**src/rtl/gf2_rem_pkg.sv**
```systemverilog
package gf2_rem_pkg;

    // What the remainder register does in a given cycle.
    typedef enum logic [1:0] {
        ACT_HOLD  = 2'd0,
        ACT_CLEAR = 2'd1,
        ACT_SHIFT = 2'd2
    } rem_act_e;

    localparam int unsigned DEF_DEGREE = 8;

endpackage

```
**src/rtl/gf2_tap_cell.sv**
```systemverilog
// One bit of the divide step: the shifted bit, corrected by the feedback
// only where the coefficient of this tap is set.
module gf2_tap_cell (
    input  logic shifted_bit,
    input  logic feedback,
    input  logic coeff,
    output logic next_bit
);

    always_comb begin
        next_bit = shifted_bit ^ (feedback & coeff);
    end

endmodule

```
**src/rtl/gf2_div_step.sv**
```systemverilog
// Combinational single-bit division step over GF(2).
module gf2_div_step #(
    parameter int unsigned N = 8
) (
    input  logic [N-1:0] cur_rem,
    input  logic         new_bit,
    input  logic [N-1:0] coeffs,
    output logic [N-1:0] nxt_rem,
    output logic         quo
);

    logic [N-1:0] shifted;
    logic         fb;

    always_comb begin
        shifted = {cur_rem[N-2:0], new_bit};
        fb      = cur_rem[N-1];
        quo     = fb;
    end

    for (genvar i = 0; i < N; i++) begin : g_tap
        gf2_tap_cell u_cell (
            .shifted_bit (shifted[i]),
            .feedback    (fb),
            .coeff       (coeffs[i]),
            .next_bit    (nxt_rem[i])
        );
    end

endmodule

```
**src/rtl/gf2_serial_rem.sv**
```systemverilog
module gf2_serial_rem
    import gf2_rem_pkg::*;
#(
    parameter int unsigned N = DEF_DEGREE
) (
    input  logic         clk,
    input  logic         rst,
    input  logic         clr,
    input  logic         in_valid,
    input  logic         in_bit,
    input  logic [N-1:0] poly,
    output logic [N-1:0] rem_out,
    output logic         quo_bit
);

    typedef struct packed {
        logic [N-1:0] rem;
    } rem_state_t;

    rem_state_t   state_d, state_q;
    rem_act_e     act;
    logic [N-1:0] step_rem;
    logic         step_quo;

    gf2_div_step #(.N(N)) u_step (
        .cur_rem (state_q.rem),
        .new_bit (in_bit),
        .coeffs  (poly),
        .nxt_rem (step_rem),
        .quo     (step_quo)
    );

    always_comb begin
        if (clr)           act = ACT_CLEAR;
        else if (in_valid) act = ACT_SHIFT;
        else               act = ACT_HOLD;

        state_d = state_q;
        unique case (act)
            ACT_CLEAR: state_d.rem = '0;
            ACT_SHIFT: state_d.rem = step_rem;
            default:   state_d.rem = state_q.rem;
        endcase

        quo_bit = (act == ACT_SHIFT) && step_quo;
        rem_out = state_q.rem;
    end

    always_ff @(posedge clk) begin
        if (rst) state_q <= '0;
        else     state_q <= state_d;
    end

endmodule

```
**config.mk**
```make
export PLATFORM = sky130hd
export DESIGN_NAME = gf2_serial_rem
export DESIGN_NICKNAME = d
export VERILOG_FILES = /design/src/rtl/gf2_rem_pkg.sv /design/src/rtl/gf2_tap_cell.sv /design/src/rtl/gf2_div_step.sv /design/src/rtl/gf2_serial_rem.sv
export SDC_FILE = /design/constraint.sdc
export NUM_CORES = 1
export LEC_CHECK = 0
export BUFFER_PORTS_ARGS = -buffer_cell sky130_fd_sc_hd__buf_2
export CAP_MARGIN = 30
export CORE_AREA = 3 3 40 42
export CTS_CLUSTER_DIAMETER = 60
export DETAILED_ROUTE_END_ITERATION = 8
export DIE_AREA = 0 0 43 45
export PLACE_DENSITY = 0.57
export SYNTH_ARGS = -nofsm -noshare
export SYNTH_HDL_FRONTEND = slang
export SYNTH_HIERARCHICAL = 1
export SYNTH_SLANG_ARGS = --single-unit
```
**constraint.sdc**
```tcl
create_clock -name clk -period 1.6 [get_ports clk]
set_input_delay 0.08 -clock clk [delete_from_list [all_inputs] [get_ports clk]]
set_output_delay 0.08 -clock clk [all_outputs]
set_load 0.005 [all_outputs]
```
==> flow_metrics.env <==
export IMPL_rsz0062_at_grt="no"
export IMPL_die_area_um2=1940
export IMPL_clock_root_buffer="clkbuf_4"
export IMPL_clk_pin_slew_ns=0.05
export IMPL_synth_adder_area_share_pct=0
export IMPL_dpl_cell_count=79
export IMPL_post_drt_via_cell_ratio=4.33
export IMPL_crit_path_start_kind="flop"
export IMPL_dr_total_vias=355
export IMPL_finalInstanceArea_um2=531
export IMPL_grt_pass1_wl_um=1280
export IMPL_yosysWarnings=6
export IMPL_worstSetupEndpointType="output pin"
export IMPL_finalWirelength_um=817
export IMPL_clockBufferDepth=2
export IMPL_cp_arrival_ns=1.04
export IMPL_slew_headroom_pct=76.9
export IMPL_muxShareOfSynthArea_pct=19.5
export IMPL_grt_overflow_total=0
export IMPL_synthXorXnorAreaFrac_pct=17.1
export IMPL_worst_pin_slew_ns=0.346
export IMPL_drc=0
export IMPL_synth_top_family_by_area="multiplexers"
export IMPL_synthesis_instances=46
export IMPL_fin_worst_skew_ns=0.00312
export IMPL_antenna_left=0
export IMPL_ys_seq_area_share_pct=39.0
export IMPL_area_growth_pct=29.3
export IMPL_clk_latency_ns=0.24
export IMPL_antenna_cells=0
export IMPL_seq_area_um2=160
export IMPL_crit_end="quo_bit"
export IMPL_worst_r2r_path_depth=4
export IMPL_r2r_slack_ns=0.52
export IMPL_hpwl_um=615
export IMPL_hold_viol=0
export IMPL_synth_top_area_share_pct=39.0
export IMPL_hold_buffers=0
export IMPL_r2r_start="rem_out[7]$_SDFFE_PP0P_"
export IMPL_setup_viol=0
export IMPL_synth_top_area_cell="dfxtp_1"
export IMPL_synth_compound_area_share_pct=0
export IMPL_cts_tree="done"
export IMPL_synth_seq_cells=8
export IMPL_final_cell_mix="buf_2, nand2_1, nor2_1"
export IMPL_max_freq_mhz=891
export IMPL_grt_pass1_vias=316
export IMPL_reg2reg_to="rem_out[5]$_SDFFE_PP0P_"
export IMPL_maxSlewViolCount=0
export IMPL_drt_pass1_iter_count=4
export IMPL_drt_iter0_markers=3
export IMPL_wl_per_cell_um=9.96
export IMPL_crit_fanout=11
export IMPL_synthSimpleGateAreaFrac_pct=18.0
export IMPL_cap_violations=0
export IMPL_syn_avg_cell_area_um2=8.92
export IMPL_layout_nets=82
export IMPL_io_pins=22
export IMPL_final_common_cell="buf_2"
export IMPL_holdWs_ns=0.205
export IMPL_multi_input_area_um2=224
export IMPL_max_stage_delay_ns=0.52
export IMPL_clock_sinks=8
export IMPL_power_density_nw_per_um2=717
export IMPL_syn_area_um2=410
export IMPL_critical_path_slowest_cell="dfxtp_1"
export IMPL_die_width_um=43
export IMPL_status="complete, no violations"
export IMPL_largest_reg_flops=8
export IMPL_min_path_type="in2reg"
export IMPL_cts_buffers=3
export IMPL_drive_gt1_share_pct=35.8
export IMPL_required_ns=1.52
export IMPL_cts_resized=0
export IMPL_irDropWorstVdd_uv=319
export IMPL_core_um2=1280
export IMPL_htreeDepth=1
export IMPL_final_setup_tns_ns=0
export IMPL_die_height_um=45
export IMPL_postCtsSetupBuffers=0
export IMPL_synth_area_leaders="dfxtp_1, mux2i_1, xnor2_1"
export IMPL_ys_types=8
export IMPL_gp_congestion=0.627
export IMPL_finalCriticalPeriod_ns=1.12
export IMPL_dpl_cell_area_um2=508
export IMPL_grt_total_usage_pct=8.95
export IMPL_syn_nets=59
export IMPL_crit_chain="nand2_1 > nor2_1 > buf_2"
export IMPL_antenna_found_initial=0
export IMPL_worstSetupStartpoint="rem_out[7]$_SDFFE_PP0P_"
export IMPL_numPortBuffers=21
export IMPL_start_util_pct=31.9
export IMPL_crit_type="reg2out"
export IMPL_num_rows=13
export IMPL_p_leak_uw=0.000253
export IMPL_instances_no_fill=82
export IMPL_period_share_pct=70.2
export IMPL_num_fill_cells=134
export IMPL_grt_max_degree=12
[cells in the mapped netlist]
cell,instances
buf_4,2
or2_1,1
mux2i_1,8
xnor2_1,8
nor2_1,9
buf_6,1
dfxtp_1,8
nand2_1,9
[report_power, final]
part / leakage [uW] / switching (uW) / internal (uW)
clock: 0.0000138 / 61.0 / 85.3
sequential: 0.0000645 / 0.930 / 201
combinational: 0.000174 / 14.6 / 17.9
total: 0.000253 / 76.6 / 304
[through the flow]
stage | setup slack, ns | utilization (%) | power, uW
global route | 0.394 | 41.3 | 403
global placement | 0.525 | 39.5 | 238
finish | 0.477 | 41.3 | 380
CTS | 0.455 | 41.3 | 389
floorplan | 0.637 | - | 224
detailed placement | 0.525 | 39.5 | 238
[routing by layer]
metal	GRT usage, %	vias up	share of wire, %
met5	0	-	0
met4	5.42	0	0
met3	2.79	0	9.3
met2	12.9	13	41
met1	11.7	155	50
li1	-	187	-
[worst max-delay path, delay by kind of cell, from the launching register on]
| kind | cells | cell delay [ns] |
|---|---|---|
| and+or+nand+nor | 2 | 0.17 |
| DFF | 1 | 0.52 |
| buffers and inverters | 1 | 0.11 |
[logic make-up (layout without fill, tap and decap cells)]
kind of cell,count (synthesis),count (layout)
buffers and inverters,3,24
AND/OR/NAND/NOR,19,19
flip-flops,8,8
multiplexers,8,8
XOR/XNOR,8,8
[worst min path at each step]
stage	from	endpoint	slack (ns)	depth (start not counted)
6_report	in_bit	rem_out[0]$_SDFFE_PP0P_	0.20	4
3_3_place_gp	clr	quo_bit	0.39	3
3_5_place_dp	clr	quo_bit	0.39	3
4_1_cts	in_bit	rem_out[0]$_SDFFE_PP0P_	0.21	4
2_1_floorplan	clr	quo_bit	0.19	1
5_1_grt	in_bit	rem_out[0]$_SDFFE_PP0P_	0.23	4
[cell type report]
| class | count | share of cell area, % |
|---|---|---|
| Sequential cell | 8 | 30.2 |
| Multi-Input combinational cell | 35 | 42.2 |
| Timing Repair Buffer | 21 | 19.8 |
| Clock buffer | 3 | 4.25 |
| Tap cell | 15 | 3.54 |
(Power assumes the default switching activity.)
